[src/rtl/fam_pkg.sv]
package fam_pkg;
  typedef enum logic [1:0] {
    ST_IDLE = 2'd0,
    ST_SYNC = 2'd1,
    ST_MEAS = 2'd2,
    ST_DONE = 2'd3
  } fam_state_e;

  // Edge of the selected polarity between two consecutive samples
  function automatic logic edge_seen(input logic prev, input logic cur, input logic rising);
    return rising ? (!prev && cur) : (prev && !cur);
  endfunction
endpackage

[src/rtl/fam_edge.sv]
module fam_edge (
  input  logic clk_i,
  input  logic rst_ni,
  input  logic sig_i,
  input  logic rise_i,
  output logic hit_o
);
  logic prev_q;

  always_ff @(posedge clk_i or negedge rst_ni) begin
    if (!rst_ni) prev_q <= 1'b0;
    else         prev_q <= sig_i;
  end

  assign hit_o = fam_pkg::edge_seen(prev_q, sig_i, rise_i);
endmodule

[src/rtl/fam_qual.sv]
module fam_qual #(
  parameter int QUAL_EDGES = 2
) (
  input  logic clk_i,
  input  logic rst_ni,
  input  logic start_i,
  input  logic ref_hit_i,
  output logic arm_o
);
  localparam int CW = $clog2(QUAL_EDGES + 1);

  logic          start_q;
  logic [CW-1:0] low_edges_q;
  logic          qualified;

  assign qualified = (low_edges_q == CW'(QUAL_EDGES));

  always_ff @(posedge clk_i or negedge rst_ni) begin
    if (!rst_ni) begin
      start_q     <= 1'b0;
      low_edges_q <= '0;
    end else begin
      start_q <= start_i;
      if (start_i)                     low_edges_q <= '0;
      else if (ref_hit_i && !qualified) low_edges_q <= low_edges_q + 1'b1;
    end
  end

  assign arm_o = start_i && !start_q && qualified;

  // an accepted start must follow a low phase of the start bit
  a_r9_arm_after_low: assert property (@(posedge clk_i) disable iff (!rst_ni)
    arm_o |-> !$past(start_i));
endmodule

[src/rtl/fam_count.sv]
module fam_count #(
  parameter int W = 12
) (
  input  logic         clk_i,
  input  logic         rst_ni,
  input  logic         ref_hit_i,
  input  logic         eval_hit_i,
  input  logic         win_i,
  input  logic         clr_i,
  output logic [W-1:0] result_o
);
  localparam logic [W-1:0] CNT_MAX = '1;

  logic [W-1:0] cnt_q, elapsed, cap_q;
  logic         cap_vld_q;

  function automatic logic [W-1:0] sat_inc(input logic [W-1:0] v);
    return (v == CNT_MAX) ? v : v + 1'b1;
  endfunction

  assign elapsed = ref_hit_i ? '0 : sat_inc(cnt_q);

  always_ff @(posedge clk_i or negedge rst_ni) begin
    if (!rst_ni) begin
      cnt_q     <= '0;
      cap_q     <= '0;
      cap_vld_q <= 1'b0;
    end else begin
      cnt_q <= elapsed;
      if (clr_i) begin
        cap_vld_q <= 1'b0;
      end else if (win_i && eval_hit_i && !cap_vld_q) begin
        cap_vld_q <= 1'b1;
        cap_q     <= elapsed;
      end
    end
  end

  assign result_o = cap_vld_q ? cap_q : CNT_MAX;

  a_r7_count_saturates: assert property (@(posedge clk_i) disable iff (!rst_ni)
    (cnt_q == CNT_MAX && !ref_hit_i) |=> cnt_q == CNT_MAX);

  a_r4_first_edge_kept: assert property (@(posedge clk_i) disable iff (!rst_ni)
    (cap_vld_q && !clr_i) |=> (cap_vld_q && $stable(cap_q)));
endmodule

[src/rtl/frame_align_meter.sv]
module frame_align_meter #(
  parameter int OFFS_W     = 12,
  parameter int QUAL_EDGES = 2
) (
  input  logic              clk_i,
  input  logic              rst_ni,
  input  logic              frame_i,
  input  logic              eval_i,
  input  logic              start_i,
  input  logic              fmt_rise_i,
  output logic [OFFS_W-1:0] offset_o,
  output logic              done_o
);
  import fam_pkg::*;

  localparam int NSIG = 2;

  logic [NSIG-1:0] raw, hits;
  logic            ref_hit, eval_hit, arm, win;
  logic [OFFS_W-1:0] result, offset_q;
  logic            done_q;
  fam_state_e      st_q;

  assign raw = {eval_i, frame_i};

  for (genvar k = 0; k < NSIG; k++) begin : g_edge
    fam_edge u_edge (
      .clk_i (clk_i),
      .rst_ni(rst_ni),
      .sig_i (raw[k]),
      .rise_i(fmt_rise_i),
      .hit_o (hits[k])
    );
  end

  assign ref_hit  = hits[0];
  assign eval_hit = hits[1];

  fam_qual #(.QUAL_EDGES(QUAL_EDGES)) u_qual (
    .clk_i    (clk_i),
    .rst_ni   (rst_ni),
    .start_i  (start_i),
    .ref_hit_i(ref_hit),
    .arm_o    (arm)
  );

  // Capture window: the measured frame, including its opening edge cycle
  assign win = (st_q == ST_MEAS && !ref_hit) || (st_q == ST_SYNC && ref_hit);

  fam_count #(.W(OFFS_W)) u_count (
    .clk_i     (clk_i),
    .rst_ni    (rst_ni),
    .ref_hit_i (ref_hit),
    .eval_hit_i(eval_hit),
    .win_i     (win),
    .clr_i     (arm),
    .result_o  (result)
  );

  always_ff @(posedge clk_i or negedge rst_ni) begin
    if (!rst_ni) begin
      st_q     <= ST_IDLE;
      done_q   <= 1'b0;
      offset_q <= '0;
    end else if (!start_i) begin
      st_q   <= ST_IDLE;
      done_q <= 1'b0;
    end else begin
      unique case (st_q)
        ST_IDLE: if (arm)     st_q <= ST_SYNC;
        ST_SYNC: if (ref_hit) st_q <= ST_MEAS;
        ST_MEAS: if (ref_hit) begin
          st_q     <= ST_DONE;
          done_q   <= 1'b1;
          offset_q <= result;
        end
        ST_DONE: st_q <= ST_DONE;
        default: st_q <= ST_IDLE;
      endcase
    end
  end

  assign offset_o = offset_q;
  assign done_o   = done_q;

  a_r10_done_drops: assert property (@(posedge clk_i) disable iff (!rst_ni)
    !start_i |=> !done_o);

  a_r8_done_on_ref_edge: assert property (@(posedge clk_i) disable iff (!rst_ni)
    $rose(done_o) |-> $past(ref_hit));

  a_r8_done_needs_start: assert property (@(posedge clk_i) disable iff (!rst_ni)
    done_o |-> $past(start_i));

  a_r11_offset_holds: assert property (@(posedge clk_i) disable iff (!rst_ni)
    !$stable(offset_o) |-> $rose(done_o));
endmodule

[config.mk]
export PLATFORM = sky130hd
export DESIGN_NAME = frame_align_meter
export DESIGN_NICKNAME = d
export VERILOG_FILES = /design/src/rtl/fam_pkg.sv /design/src/rtl/fam_edge.sv /design/src/rtl/fam_qual.sv /design/src/rtl/fam_count.sv /design/src/rtl/frame_align_meter.sv
export SDC_FILE = /design/constraint.sdc
export NUM_CORES = 1
export LEC_CHECK = 0
export BUFFER_PORTS_ARGS = -buffer_cell sky130_fd_sc_hd__buf_2
export CORE_MARGIN = 1
export CORE_UTILIZATION = 45
export CTS_CLUSTER_DIAMETER = 150
export DETAILED_ROUTE_END_ITERATION = 6
export HOLD_SLACK_MARGIN = 0.15
export SETUP_SLACK_MARGIN = 0.5
export SYNTH_ARGS = -nofsm -noshare
export SYNTH_HDL_FRONTEND = slang
export SYNTH_SLANG_ARGS = --single-unit
[constraint.sdc]
create_clock -name clk_i -period 2.5 [get_ports clk_i]
set_clock_uncertainty 0.05 [all_clocks]
set_input_delay 0.75 -clock clk_i [delete_from_list [all_inputs] [get_ports clk_i]]
set_output_delay 0.75 -clock clk_i [all_outputs]
set_load 0.01 [all_outputs]
### After elaboration in Yosys (flattened, before gate mapping)

Cells that the tools add are included.
W data, S select, Z words.

| word-level totals | value |
|---|---|
| output and inout port bits | 13 |
| logic and storage cells | 67 |
| bits of input ports | 6 |
| register bits after elaboration | 45 |

| cells by class | value |
|---|---|
| reductions and logical operators | 27 |
| bitwise logic cells | 1 |
| muxes and demuxes | 17 |
| add/subtract/negate cells | 2 |
| equality and inequality tests | 10 |

Operator list:

| kind | count |
|---|---|
| $mux W12 | 3 |
| $add A12 B1 Y12 const B | 1 |
| $eq A12 B12 Y1 const B | 1 |
| $mux W2 | 6 |
| $logic_and A1 B1 Y1 | 11 |
| $ne A3 B3 Y1 const B | 3 |
| $logic_not A1 Y1 | 8 |
| $pmux W2 S4 | 1 |
| $mux W1 | 7 |
| $eq A2 B2 Y1 const B | 3 |
| $reduce_and A3 Y1 | 2 |
| $ne A2 B1 Y1 const B | 2 |
| $reduce_and A2 Y1 | 2 |
| $reduce_bool A2 Y1 | 2 |
| $add A2 B1 Y2 const B | 1 |
| $eq A2 B1 Y1 const B | 1 |
| $logic_not A2 Y1 | 1 |
| $logic_or A1 B1 Y1 | 1 |
| $not A1 Y1 | 1 |

### Logic depth before layout (Yosys ltp)

| logic depth | value |
|---|---|
| word-level depth | 10 |
| depth in mapped cells | 7 |
| mapped depth without buffers | 6 |

### Cells and area by module

From an unflattened synthesis, not the netlist that was laid out.

| unflattened totals | value |
|---|---|
| cells, all modules | 179 |
| area, all modules | 2144.6 sq um |

By module, submodules not included:

| module | cells each | instances | sequential area each (sq um) | area an instance (sq um) |
|---|---|---|---|---|
| fam_count | 118 | 1 | 625.6 | 1242.4 |
| frame_align_meter | 39 | 1 | 375.4 | 644.4 |
| fam_qual | 14 | 1 | 75.1 | 162.7 |
| fam_edge | 4 | 2 | 25.0 | 47.5 |

### Least setup slack after synthesis

Ideal clock, no wire load.

| path | value |
|---|---|
| path kind | input -> register |
| start point | input port fmt_rise_i |
| end point | register offset_q[0] (netlist: offset_o[0]) |
| setup slack | 0.604 ns |
| data arrival time | 1.705 ns |
| stages | 5 |
| buffers on the path | 1 |
| cell sequence | nand2b_4 > o21a_2 > nor3_4 > buf_2 > a31oi_1 |

| between the ends | value |
|---|---|
| cells in the longest elaborated chain, start to end | 2 |

Ends and longest elaborated chain:

| what | RTL line | text |
|---|---|---|
| start, declared | frame_align_meter.sv:10 | `input logic fmt_rise_i,` |
| $mux W1 | fam_pkg.sv:11 | `return rising ? (!prev && cur) : (prev && !cur);` |
| $reduce_and A3 Y1 (no source line) | - |  |
| end signal, assigned | frame_align_meter.sv:75 | `offset_q <= result;` |
| end, declared | frame_align_meter.sv:20 | `logic [OFFS_W-1:0] result, offset_q;` |

Every way passes these cells.
A chain may end at the register's enable or synchronous reset.

### Worst setup path in the final report

| path | value |
|---|---|
| start point | register u_count.cnt_q[0] |
| end point | register u_count.cnt_q[3] |

| between the ends | value |
|---|---|
| cells in the longest elaborated chain, start to end | 3 |

Ends and longest elaborated chain:

| what | RTL line | text |
|---|---|---|
| start, declared | fam_count.sv:14 | `logic [W-1:0] cnt_q, elapsed, cap_q;` |
| start signal, assigned | fam_count.sv:29 | `cnt_q <= elapsed;` |
| $add A12 B1 Y12 or $eq A12 B12 Y1 (tied branches) | fam_count.sv:18 | `return (v == CNT_MAX) ? v : v + 1'b1;` |
| $mux W12 (*) | fam_count.sv:18 |  |
| $mux W12 (*) | fam_count.sv:21 | `assign elapsed = ref_hit_i ? '0 : sat_inc(cnt_q);` |
| named net u_count.elapsed[3] | fam_count.sv:14 |  |

Mark *: on every way through the listed nets, which the timed path passes. The rest lies on a longest branch.

==> impl_metrics.env <==
export IMPL_num_rows=24
export IMPL_ys_seq_area_share_pct=55.3
export IMPL_syn_area_per_cell_sq_um=11.1
export IMPL_gr_total_overflow=0
export IMPL_synthToLayoutAreaGrowth_pct=10.9
export IMPL_ys_async_sr_fraction_pct=100
export IMPL_r2r_start="u_count.cnt_q[0]"
export IMPL_r2r_setup_slack_ns=0.63
export IMPL_period_minus_slack_ns=1.87
export IMPL_static_leakage_power_nw=1.05
export IMPL_ant_nets=0
export IMPL_synth_area_leaders="dfrtp_1 (55%), a31oi_1 (4.9%), nor2_1 (4.2%)"
export IMPL_p_total_mw=1.71
export IMPL_synth_edf_count=0
export IMPL_clockRootBuffer="clkbuf_8"
export IMPL_grt_max_degree=26
export IMPL_insertedDiodeCount=0
export IMPL_ys_flop_type="dfrtp_1"
export IMPL_fin_util_pct=51.9
export IMPL_chipHeight_um=69.3
export IMPL_clkTransAtPathRegs_ns=0.07
export IMPL_place_inst=250
export IMPL_synth_seq_cells=45
export IMPL_clk_latency_ns=0.28
export IMPL_drcViolationCount=0
export IMPL_yosysTopAreaCellShare_pct=55.3
export IMPL_timing_fmax_mhz=535
export IMPL_finalNonFillerCells=256
export IMPL_tightest_slew_ns=0.522
export IMPL_arrival_ns=1.97
export IMPL_drtIter0Drc=34
export IMPL_worst_setup_path_end_kind="flop"
export IMPL_drive_gt1_share_pct=20.6
export IMPL_cts_tree="done"
export IMPL_drv_cap=0
export IMPL_grt_use_total_pct=17.2
export IMPL_period_share_pct=74.8
export IMPL_fin_nets=213
export IMPL_path_max_fanout=7
export IMPL_finalMaxSlewViolations=0
export IMPL_htree_levels=2
export IMPL_fillCellCount=401
export IMPL_gp_congestion=0.738
export IMPL_via_per_inst=5.49
export IMPL_coreArea_sq_um=4350
export IMPL_hp_class="primary input to async pin"
export IMPL_slew_limit_headroom_pct=65.2
export IMPL_wirelength_mm=3.81
export IMPL_status="finished clean"
export IMPL_start_util_pct=46.8
export IMPL_dpl_hpwl_mm=2.83
export IMPL_grt_setup_unrepaired="true"
export IMPL_worstPathRequired_ns=2.60
export IMPL_power_density_nw_per_um2=758
export IMPL_io_pins=19
export IMPL_portBuffers=18
export IMPL_finalSetupViolCount=0
export IMPL_reg2reg_to="u_count.cnt_q[3]"
export IMPL_clk_path_buf_depth=2
export IMPL_worstSetupPathType="flop to flop"
export IMPL_die_w_um=69.3
export IMPL_grt_pass1_vias=1474
export IMPL_cts_setup_buffers=0
export IMPL_die_area_sq_um=4800
export IMPL_vias=1406
export IMPL_avgRoutedWirePerCell_um=14.9
export IMPL_syn_inst=184
export IMPL_worst_r2r_cell_count=6
export IMPL_ys_warn_count=0
export IMPL_antenna_found_initial=0
export IMPL_ir_worst_vdd_mv=0.403
export IMPL_firstDrtPassIters=4
export IMPL_yosysTopAreaCell="dfrtp_1"
export IMPL_synth_cell_types=43
export IMPL_ctsHoldBuffers=0
export IMPL_synth_area_sq_um=2040
export IMPL_worstSetupStartpointType="flop"
export IMPL_cts_inserted_buffers=5
export IMPL_grt_pass1_wl_mm=6.62
export IMPL_synth_fp_nets=192
export IMPL_hold_viol_final=0
export IMPL_final_setup_tns_ns=0
export IMPL_clkSinkCount=45
[layer usage]
metal / routed length, um / global-route usage (%) / up-vias
met1: 1690 / 21.6 / 688
li1: - / - / 690
met3: 111 / 3.78 / 6
met2: 1960 / 29.4 / 22
met5: 0 / 0 / -
met4: 44 / 5.90 / 0
[stage by stage]
stage	instance area (sq um)	setup slack (ns)	hold WS [ns]
floorplan	2040	0.604	0.404
global placement	2180	0.396	0.414
detailed placement	2180	0.342	0.417
CTS	2250	0.601	0.383
global route	2260	0.493	0.388
finish	2260	0.631	0.370
[cells in the final DEF (no fill, tap or decap), types with 3 or more instances in the layout]
cell type and count:
nand4_1 5, inv_1 15, o21ai_0 5, clkbuf_8 5
o2bb2ai_1 4, buf_2 18, a31oi_1 16, nand2_1 4
a21oi_1 8, nor2_1 23, nand3_1 3, nor3_1 3
mux2_1 6, xor2_1 3, nor2b_1 3, dfrtp_1 44
[worst max path at each step]
stage          slack, ns              from  depth (start not counted)                 to
3_3_place_gp        0.40        fmt_rise_i                          6   u_count.cap_q[8]
4_1_cts             0.60  u_count.cnt_q[0]                          6   u_count.cap_q[3]
5_1_grt             0.49  u_count.cnt_q[0]                          6  u_count.cap_q[10]
2_1_floorplan       0.60        fmt_rise_i                          5        offset_o[0]
6_report            0.63  u_count.cnt_q[0]                          6   u_count.cnt_q[3]
3_5_place_dp        0.34        fmt_rise_i                          7        offset_o[7]
[report_power, final]
part	switching (mW)	internal, mW
combinational	0.185	0.149
sequential	0.121	0.860
clock	0.214	0.184
total	0.520	1.19
[flip-flops by register name, indices dropped and copies added (netlist names)]
name / flops
st_q: 2
offset_o: 12
u_count.cnt_q: 12
u_count.cap_vld_q: 1
u_qual.start_q: 1
u_count.cap_q: 12
done_o: 1
u_qual.low_edges_q: 2
g_edge.u_edge.prev_q: 2
[worst max-delay path, stage by stage, from the launching register on]
cell and delay [ns]:
dfrtp_2 0.42, ha_1 0.24, and3_1 0.31, nand4_4 0.20
nand4_1 0.17, xor2_1 0.26, nor2_1 0.08
[cell type report]
type	instances	area [sq um]	share of cell area (%)
Clock buffer	5	68.8	3.05
Clock inverter	1	5.00	0.222
Inverter	15	56.3	2.49
Multi-Input combinational cell	118	818	36.2
Sequential cell	45	1130	49.9
Tap cell	52	65.1	2.88
Timing Repair Buffer	20	118	5.21
[repair_timing]
item	in CTS	in global routing
endpoints found under the hold margin	0	0
endpoints found under the setup margin	0	11
resized for setup	0	2
[logic make-up (layout without fill, tap and decap cells)]
kind of cell,count (synthesis),count (layout),synth area share [%]
adder cells (fa/ha/maj),2,2,1.23
multiplexers,10,10,5.41
buffers and inverters,21,41,4.91
XOR/XNOR,4,4,2.09
flip-flops,45,45,55.3
AO/OA/AOI/OAI,43,43,14.1
AND/OR/NAND/NOR,59,59,17.0
[cell usage after synthesis (4+ instances only)]
cell and count:
nand4_1 5, inv_1 15, a21oi_1 8, o21ai_0 5, o2bb2ai_1 4, nand2_1 4, mux2_1 6, a31oi_1 16
dfrtp_1 45, nor2_1 23
No activity file was read; power rests on OpenSTA's default activity.
